$ cat src/rtl/sig_check_chan.sv
module sig_check_chan #(
  parameter int CNT_W = 20,
  parameter int ID_W  = 16
) (
  input  logic        clk,
  input  logic        rst_n,
  input  logic        wr_en,
  input  logic [2:0]  addr,
  input  logic [1:0]  wsize,
  input  logic [63:0] wdata,
  output logic [63:0] rdata,
  output logic        dma_req,
  output logic        irq_mismatch,
  output logic        irq_done,
  output logic [ID_W-1:0] sector_id
);
  localparam logic [63:0] POLY   = 64'h1B;
  localparam logic [1:0]  M_SEMI = 2'd1;
  localparam logic [1:0]  M_AUTO = 2'd2;

  logic [63:0] sig, sec_sig, expv;
  logic [CNT_W-1:0] len, rem;
  logic [1:0] mode;
  logic pend, bump, st_mis, st_done;
  logic [ID_W-1:0] sid;

  logic [63:0] dext, sig_nx;
  logic active, psa_wr, last;

  always_comb begin
    case (wsize)
      2'd0:    dext = {56'b0, wdata[7:0]};
      2'd1:    dext = {48'b0, wdata[15:0]};
      2'd2:    dext = {32'b0, wdata[31:0]};
      default: dext = wdata;
    endcase
  end

  assign sig_nx = {sig[62:0], 1'b0} ^ (sig[63] ? POLY : 64'b0) ^ dext;
  assign active = (mode == M_SEMI || mode == M_AUTO) && len != '0;
  assign psa_wr = wr_en && addr == 3'd0;
  assign last   = psa_wr && active && rem == {{(CNT_W-1){1'b0}}, 1'b1};

  always_ff @(posedge clk) begin
    if (!rst_n) begin
      sig <= '0; sec_sig <= '0; expv <= '0;
      len <= '0; rem <= '0; mode <= '0;
      pend <= 1'b0; bump <= 1'b0; st_mis <= 1'b0; st_done <= 1'b0;
      sid <= '0;
    end else if (wr_en) begin
      case (addr)
        3'd0: begin
          sig <= last ? 64'b0 : sig_nx;
          if (active) begin
            rem <= last ? len : rem - 1'b1;
            if (bump) sid <= sid + 1'b1;
            bump <= last;
          end
          if (last) begin
            sec_sig <= sig_nx;
            if (mode == M_AUTO) pend <= 1'b1;
            if (mode == M_SEMI) st_done <= 1'b1;
          end
        end
        3'd1: begin
          expv <= wdata;
          if (pend && mode == M_AUTO) begin
            pend <= 1'b0;
            if (wdata != sec_sig) st_mis <= 1'b1;
          end
        end
        3'd2: begin
          len  <= wdata[CNT_W-1:0];
          rem  <= wdata[CNT_W-1:0];
          pend <= 1'b0;
        end
        3'd3: mode <= wdata[1:0];
        3'd4: begin
          if (wdata[0]) st_mis  <= 1'b0;
          if (wdata[1]) st_done <= 1'b0;
        end
        default: ;
      endcase
    end
  end

  always_comb begin
    case (addr)
      3'd0:    rdata = sig;
      3'd1:    rdata = expv;
      3'd2:    rdata = {{(64-CNT_W){1'b0}}, rem};
      3'd3:    rdata = {62'b0, mode};
      3'd4:    rdata = {62'b0, st_done, st_mis};
      3'd5:    rdata = sec_sig;
      3'd6:    rdata = {{(64-ID_W){1'b0}}, sid};
      default: rdata = 64'b0;
    endcase
  end

  assign dma_req      = active;
  assign irq_mismatch = st_mis;
  assign irq_done     = st_done;
  assign sector_id    = sid;

  a_r3_mismatch_auto_only: assert property (@(posedge clk) disable iff (!rst_n)
    $rose(st_mis) |-> $past(mode) == M_AUTO);
  a_r5_done_semi_only: assert property (@(posedge clk) disable iff (!rst_n)
    $rose(st_done) |-> $past(mode) == M_SEMI);
  a_r4_id_single_step: assert property (@(posedge clk) disable iff (!rst_n)
    (sid != $past(sid)) |-> (sid == $past(sid) + 1'b1));
  a_r2_rem_bound: assert property (@(posedge clk) disable iff (!rst_n)
    rem <= len);
  a_r6_passive_hold: assert property (@(posedge clk) disable iff (!rst_n)
    (psa_wr && mode != M_SEMI && mode != M_AUTO) |=>
      $stable(sid) && $stable(rem) && !$rose(st_done) && !$rose(st_mis));
  a_r7_zero_len_idle: assert property (@(posedge clk) disable iff (!rst_n)
    (psa_wr && len == '0) |=> $stable(sid) && !$rose(st_done) && !$rose(st_mis));
endmodule

$ cat config.mk
export PLATFORM = sky130hd
export DESIGN_NAME = sig_check_chan
export DESIGN_NICKNAME = d
export VERILOG_FILES = /design/src/rtl/sig_check_chan.sv
export SDC_FILE = /design/constraint.sdc
export NUM_CORES = 1
export LEC_CHECK = 0
export ABC_AREA = 1
export BUFFER_PORTS_ARGS = -buffer_cell sky130_fd_sc_hd__clkbuf_2
export CAP_MARGIN = 10
export CORE_UTILIZATION = 25
export CTS_BUF_LIST = sky130_fd_sc_hd__clkbuf_4 sky130_fd_sc_hd__clkbuf_8
export DETAILED_ROUTE_END_ITERATION = 10
export GPL_TIMING_DRIVEN = 0
export SKIP_CTS_REPAIR_TIMING = 1
export SLEW_MARGIN = 25
export SYNTH_ARGS = -nofsm -noshare
export SYNTH_HDL_FRONTEND = slang
export SYNTH_SLANG_ARGS = --single-unit
$ cat constraint.sdc
create_clock -name clk -period 3.77 [get_ports clk]
set_input_delay 0 -clock clk [delete_from_list [all_inputs] [get_ports clk]]
set_output_delay 0 -clock clk [all_outputs]
set_load 0.05 [all_outputs]
# Word-level counts from Yosys, hierarchy flattened
# Index checks and enable logic that the tools add are counted.
totals:
  word_cells: 78
  latchBits: 0
  rom_bits: 0
  reg_bits: 254
  mem_bits_rw: 0
  inputBits: 72
  memories: 0
op_classes:
  order_cmp: 0
  n_eq_ne: 20
  n_reduce_logical: 24
  n_bitwise: 2
  muxes: 19
  shifts: 0
  div_mod_pow: 0
  multipliers: 0
  n_addsub: 2
ops:
  columns: ["op", "count"]
  rows:
  - ["$pmux W64 S7", 1]
  - ["$pmux W64 S3", 1]
  - ["$mux W64", 1]
  - ["$ne A64 B64 Y1", 1]
  - ["$xor A64 B5 Y64", 1]
  - ["$xor A64 B64 Y64", 1]
  - ["$mux W20", 2]
  - ["$pmux W20 S2", 1]
  - ["$eq A20 B1 Y1 const B", 1]
  - ["$reduce_bool A20 Y1", 1]
  - ["$sub A20 B1 Y20 const B", 1]
  - ["$add A16 B1 Y16 const B", 1]
  - ["$reduce_and A5 Y1", 3]
  - ["$ne A2 B2 Y1 const B", 6]
  - ["$eq A3 B3 Y1 const B", 3]
  - ["$mux W1", 9]
  - ["$reduce_and A3 Y1", 3]
  - ["$reduce_and A2 Y1", 4]
  - ["$eq A3 B2 Y1 const B", 2]
  - ["$reduce_bool A2 Y1", 3]
  - ["$logic_and A1 B1 Y1", 5]
  - ["$mux W5", 1]
  - ["$eq A2 B1 Y1 const B", 2]
  - ["$eq A2 B2 Y1 const B", 2]
  - ["9 further kinds", 11]

# Longest topological paths before layout
# Gate-level depths: netlist of run 1.
depth:
  ltp_word: 8
  mapped_depth: 13

# Worst setup path after synthesis of run 1
# Ideal clock, no wire load.
synth_path:
  path_kind: "reg-to-reg"
  startpoint: "reg sid[3] (netlist: sector_id[3])"
  endpoint: "reg sid[15] (netlist: sector_id[15])"
  slack_ns: 2.037
  t_arrival_ns: 1.662
  path_stages_with_launch: 8
  required_ns: 3.700
  path_buffers: 0
  path_cell_list: "dfxtp_1 nand2_1 nor2_1 nand2_1 nor4_1 xor2_1 nand2_1 a21oi_1"
synth_via:
  elab_chain_cells: 1
synth_lines:
  columns: ["element", "line_no", "text"]
  rows:
  - ["from (decl)", "25", "logic [ID_W-1:0] sid;"]
  - ["from (signal assigned)", "56", "if (bump) sid <= sid + 1'b1;"]
  - ["$add A16 B1 Y16", "56", null]
# No other way between the ends.
# A chain may end at the register's enable or synchronous reset.

# Worst setup path in the final report of run 1
layout_path:
  startpoint: "in addr[2]"
  endpoint: "out rdata[8]"
layout_via:
  elab_chain_cells: 2
  word_cells_on_any_way: 8
layout_lines:
  columns: ["element", "line_no", "text"]
  rows:
  - ["from (decl)", "8", "input logic [2:0] addr,"]
  - ["$eq A3 B3 Y1 (tied with other cells)", "88", "case (addr)"]
  - ["$pmux W64 S7 (*)", "88", null]
  - ["to (decl)", "11", "output logic [63:0] rdata,"]
# Mark *: on every way between the ends. The rest lies on a longest branch, timed or not.

==> impl_metrics.json, run 1 <==
{
  "rsz0062_at_grt": "false",
  "r2r-end": "irq_done$_SDFFE_PN0P_",
  "io_pins": 155,
  "cts.reportedPaths.clkPinSlew_ns": 0.06,
  "grt_pass1_wl_mm": 81.3,
  "whs_ns": 0.170,
  "dpl.hpwl_mm": 40.6,
  "die_h_um": 234,
  "wl_per_cell_um": 19.0,
  "fin_crit_sh": 0.796,
  "criticalPathCategory": "in2out",
  "clk_root_buffer_cell": "clkbuf_8",
  "fin_nets": 2265,
  "via_count": 14530,
  "hold_violations": 0,
  "cts_buffer_depth": 3,
  "reg2reg_from": "rem[1]$_SDFFE_PN0P_",
  "area_delta_synth_final_pct": 24.9,
  "synth_top_area_frac": 0.377,
  "grt_use_total": 0.196,
  "slew_violations": 0,
  "avgSynthCellArea_sq_um": 7.04,
  "synthTopCellsByArea": "dfxtp_1 (38%), nand2_1 (13%), o21ai_0 (6.7%), a21oi_1 (5.2%), nor2_1 (5.2%)",
  "syn-cell-area_sq_mm": 0.0135,
  "holdCritStartpoint": "wdata[41]",
  "final_util": 0.318,
  "route.detailed.drc": 0,
  "numCtsBuffers": 46,
  "outcome": "finished, final reports clean",
  "drt_iter0_drc": 1466,
  "worstSetupEndpointType": "output pin",
  "grt_max_degree": 15,
  "power.density_mw_per_mm2": 394,
  "synthMostInstantiatedCell": "nand2_1",
  "ys.flop_type": "dfxtp_1",
  "cp-start-kind": "input port",
  "relSlewSlack": 0.311,
  "worstPathRequired_ns": 3.77,
  "hold_end": "expv[41]$_SDFFE_PN0P_",
  "syn_inst": 1919,
  "drive_gt1_frac": 0.159,
  "synth_seq_area_share": 0.377,
  "finalSetupViolations": 0,
  "power.leakage_uw": 0.00676,
  "cts_max_level": 2,
  "syn-num-nets": 1996,
  "dr.pass1.iters": 5,
  "insertion_delay_ns": 0.66,
  "synthTopCellsByCount": "nand2_1 (450), dfxtp_1 (254), nor2_1 (186), o21ai_0 (180), a21oi_1 (141)",
  "ys_ff_latch": 254,
  "synth_edf_count": 0,
  "fin_setup_tns_ns": 0,
  "crit_path_max_fanout": 10,
  "io_buffers": 151,
  "synth_warnings": 0,
  "min_path_type": "in2reg",
  "routed_wl_mm": 55.3,
  "routed_via_density": 4.99,
  "fin_area_sq_mm": 0.0169,
  "antenna_found_initial": 1,
  "skew_ns": 0.0494,
  "worstPathArrival_ns": 3.00,
  "die_w_um": 234,
  "die_area_sq_mm": 0.0549,
  "ys_async_sr_fraction": 0,
  "grt_pass1_vias": 13254,
  "hold_depth": 4,
  "ff2ff_setup_slack_ns": 1.51,
  "place_congestion": 0.907,
  "place_area_sq_mm": 0.0151,
  "fmax_mhz": 333,
  "period_minus_slack_ns": 3.00,
  "placementRows": 84,
  "core_sq_mm": 0.0530,
  "overflow": 0,
  "synth_cell_types": 38,
  "drv_cap": 0,
  "clock_sinks": 254,
  "ant_nets": 0,
  "start_util": 0.255,
  "worst_pin_slew_ns": 1.03,
  "max-vdd-ir-drop_mv": 0.246,
  "yosysTopAreaCell": "dfxtp_1",
  "cts_tree": "done",
  "r2r_cells": 11
}
metrics by stage:
step / setup WS (ns) / cells / total power [uW]
2_1_floorplan: 2.04 / 1919 / 3340
4_1_cts: 1.43 / 2839 / 6590
5_1_grt: 0.750 / 2910 / 6870
3_5_place_dp: 1.43 / 2758 / 3610
6_report: 0.768 / 2910 / 6640
3_3_place_gp: 1.44 / 2758 / 3610
sequential cells by signal (all words and copies together), names as in the netlist:
name          cells
expv             64
sec_sig          64
sig              64
len              20
rem              20
sector_id        16
mode              2
bump              1
irq_done          1
irq_mismatch      1
pend              1
how the worst max path moves through the flow:
stage	startpoint	endpoint	slack (ns)
after floorplan	sector_id[3]$_SDFFE_PN0P_	sector_id[15]$_SDFFE_PN0P_	2.04
after global placement	addr[2]	rdata[8]	1.44
after detailed placement	addr[2]	rdata[8]	1.43
after CTS	addr[2]	rdata[8]	1.43
after global routing	addr[2]	rdata[23]	0.75
final	addr[2]	rdata[8]	0.77
power breakdown:
group / total [uW] / switching, uW / internal [uW]
sequential: 2800 / 50.7 / 2750
clock: 3010 / 1310 / 1700
combinational: 837 / 555 / 281
total: 6640 / 1910 / 4730
placed cells by master (no fill, tap or decap), types with 7 or more instances in the layout:
cell type / Yosys / final
nand3_1: 68 / 68
clkbuf_4: 0 / 13
nand2_1: 450 / 450
clkbuf_2: 0 / 151
clkbuf_8: 0 / 60
a21oi_1: 141 / 141
o21ai_0: 180 / 180
nand4_1: 9 / 9
clkbuf_1: 66 / 66
buf_2: 33 / 33
o211ai_1: 33 / 33
xnor2_1: 63 / 63
inv_2: 9 / 9
o21ai_1: 43 / 43
nor2_2: 7 / 7
a211oi_1: 60 / 60
buf_4: 7 / 7
a21oi_2: 43 / 43
buf_6: 10 / 10
inv_1: 136 / 136
xor2_1: 59 / 59
nor3_1: 9 / 9
a221oi_1: 14 / 14
dfxtp_1: 254 / 254
nor2_1: 186 / 186
dlygate4sd3_1: 0 / 70
critical path, stage by stage:
cell and delay [ns]:
dlygate4sd3_1 0.56, clkbuf_2 0.21, inv_2 0.11, nor2_2 0.51, inv_2 0.16, buf_2 0.31
buf_2 0.33, o211ai_1 0.43, clkbuf_2 0.36
metal layers:
layer / vias up / part of all wire / GRT usage
li1: 6894 / - / -
met2: 622 / 0.44 / 0.305
met5: - / 0 / 0
met3: 88 / 0.084 / 0.0420
met1: 6926 / 0.45 / 0.270
met4: 0 / 0.023 / 0.0591
final cells by class:
cell class	count	area (sq um)
inverter	146	548
antenna	1	2.50
buffer	122	601
clock inverter	8	116
sequential	254	5080
multi-input combinational	1397	7270
clock buffer	73	923
tap	688	861
timing repair buffer	221	1460
fill	5780	36100
kinds of logic (layout without fill, tap and decap cells):
kind of cell | after synthesis | after routing | synth area share
flip-flops | 254 | 254 | 0.377
other | 0 | 1 | 0
buffers and inverters | 268 | 570 | 0.0851
AO/OA/AOI/OAI | 530 | 530 | 0.234
XOR/XNOR | 122 | 122 | 0.0791
adder cells (fa/ha/maj) | 5 | 5 | 0.00463
AND/OR/NAND/NOR | 740 | 740 | 0.221
Power figures use the tool's default switching activity.
==> inputs of run 2 (changes only) <==
- clock period: 3.77 -> 2.5 ns (I/O delays scaled with it)
==> run 2 against run 1 <==
Compared with the run above: the flow now finishes with violations (negative hold slack); via count fell by 0.74%; routed wire length fell by 0.18%; global-route usage did not move; count of clock-buffer cells in the layout did not move; clock skew rose by 0.00086 ns; clock power rose by 50%; worst hold slack got worse by 0.19 ns; critical path depth fell by 2; sequential power rose by 51%; flip-flop and latch count did not move; die area did not move; combinational power rose by 51%; critical endpoint is now rdata[22].
==> impl_metrics.json, run 2 (synthesized netlist as in run 1, its figures left out) <==
{
  "drive_gt1_frac": 0.159,
  "fin_area_sq_mm": 0.0169,
  "dpl.hpwl_mm": 40.6,
  "reg2reg_from": "rem[1]$_SDFFE_PN0P_",
  "grt_pass1_vias": 13254,
  "relSlewSlack": 0.289,
  "grt_pass1_wl_mm": 81.3,
  "power.leakage_uw": 0.00676,
  "ant_nets": 0,
  "period_minus_slack_ns": 2.38,
  "placementRows": 84,
  "antenna_found_initial": 1,
  "cts_tree": "done",
  "clk_root_buffer_cell": "clkbuf_8",
  "critPathCapture": "rdata[22]",
  "worstSetupEndpointType": "output pin",
  "crit_path_max_fanout": 10,
  "finalSetupViolations": 0,
  "clock_sinks": 254,
  "cts.reportedPaths.clkPinSlew_ns": 0.06,
  "crit_chain": "clkbuf_2 -> inv_2 -> nor2_2 -> inv_2 -> clkbuf_1 -> o211ai_1 -> clkbuf_2",
  "mostFrequentLayoutCells": "nand2_1 (450), dfxtp_1 (254), nor2_1 (186), o21ai_0 (180), clkbuf_2 (151)",
  "min_path_type": "in2reg",
  "cts_max_level": 2,
  "core_sq_mm": 0.0530,
  "dr.pass1.iters": 5,
  "cp-startpoint": "addr[2]",
  "route.detailed.drc": 0,
  "violations": "negative hold slack",
  "rsz0062_at_grt": "false",
  "max-vdd-ir-drop_mv": 0.370,
  "fin_setup_tns_ns": 0,
  "worst_pin_slew_ns": 1.07,
  "r2r-end": "irq_done$_SDFFE_PN0P_",
  "slew_violations": 0,
  "grt_max_degree": 15,
  "cp_slowest_stage_delay_ns": 0.59,
  "final_common_cell": "nand2_1",
  "wl_per_cell_um": 18.9,
  "drt_iter0_drc": 1452,
  "cts_buffer_depth": 3,
  "io_pins": 155,
  "cp-start-kind": "input port",
  "start_util": 0.255,
  "worstPathRequired_ns": 2.50,
  "fmax_mhz": 420,
  "die_h_um": 234,
  "overflow": 0,
  "r2r_cells": 11,
  "drv_cap": 0,
  "hold_violations": 2,
  "die_w_um": 234,
  "reg.largest.list": "expv (64), sec_sig (64), sig (64)",
  "insertion_delay_ns": 0.66,
  "place_congestion": 0.907,
  "worstPathArrival_ns": 2.38,
  "via_count": 14422,
  "power.density_mw_per_mm2": 593,
  "fin_crit_sh": 0.953,
  "fin_nets": 2266,
  "die_area_sq_mm": 0.0549,
  "whs_ns": -0.0165,
  "outcome": "finished with violations",
  "io_buffers": 151,
  "routed_via_density": 4.95,
  "place_area_sq_mm": 0.0151,
  "area_delta_synth_final_pct": 25.0,
  "numCtsBuffers": 46,
  "routed_wl_mm": 55.2,
  "criticalPathCategory": "in2out",
  "grt_use_total": 0.196,
  "ff2ff_setup_slack_ns": 0.22,
  "skew_ns": 0.0503,
  "slowest_stage": "o211ai_1",
  "final_util": 0.319
}
==> run 2: cell types whose count changed in the layout (fill, tap and decap cells not counted), sizes merged <==
cell,delta
dlygate4sd3,+1
==> run 2: how the worst min path moves through the flow <==
| stage | depth (start not counted) | end | slack, ns | start |
|---|---|---|---|---|
| CTS | 3 | expv[61]$_SDFFE_PN0P_ | -0.41 | wdata[61] |
| global placement | 3 | expv[59]$_SDFFE_PN0P_ | 0.28 | wdata[59] |
| floorplan | 2 | expv[10]$_SDFFE_PN0P_ | 0.13 | wdata[10] |
| global route | 7 | irq_mismatch$_SDFFE_PN0P_ | 0.05 | addr[1] |
| finish | 7 | irq_mismatch$_SDFFE_PN0P_ | -0.02 | addr[1] |
| detailed placement | 3 | expv[22]$_SDFFE_PN0P_ | 0.29 | wdata[22] |
==> run 2: worst max-delay path, delay by kind of cell <==
kind | cells | cell delay (ns)
buffers and inverters | 5 | 1.26
AND/OR/NAND/NOR | 1 | 0.51
AO/OA/AOI/OAI | 1 | 0.59
==> run 2: stage by stage <==
step | power, uW | setup slack [ns] | instances | hold slack [ns]
final | 10000 | 0.117 | 2911 | -0.0165
after floorplan | 5030 | 0.767 | 1919 | 0.135
after detailed placement | 5450 | 0.158 | 2758 | 0.286
after global placement | 5440 | 0.170 | 2758 | 0.279
after global routing | 10400 | 0.0567 | 2911 | 0.0463
after CTS | 9940 | 0.156 | 2839 | -0.413
==> run 2: routing by layer <==
layer | GRT usage | wire length (um) | vias to the layer above
met3 | 0.0420 | 4870 | 95
li1 | - | - | 6893
met2 | 0.305 | 24500 | 610
met5 | 0 | 0 | -
met4 | 0.0591 | 1340 | 0
met1 | 0.270 | 24400 | 6824
==> run 2: power by group <==
part / internal (uW) / switching (uW)
sequential: 4140 / 76.5
combinational: 425 / 834
clock: 2560 / 1960
total: 7130 / 2870
==> run 2: cell type report <==
cell class,count,area [sq um]
Antenna cell,1,2.50
Buffer,122,601
Clock buffer,73,923
Clock inverter,8,116
Fill cell,5773,36100
Inverter,146,548
Multi-Input combinational cell,1397,7270
Sequential cell,254,5080
Tap cell,688,861
Timing Repair Buffer,222,1470
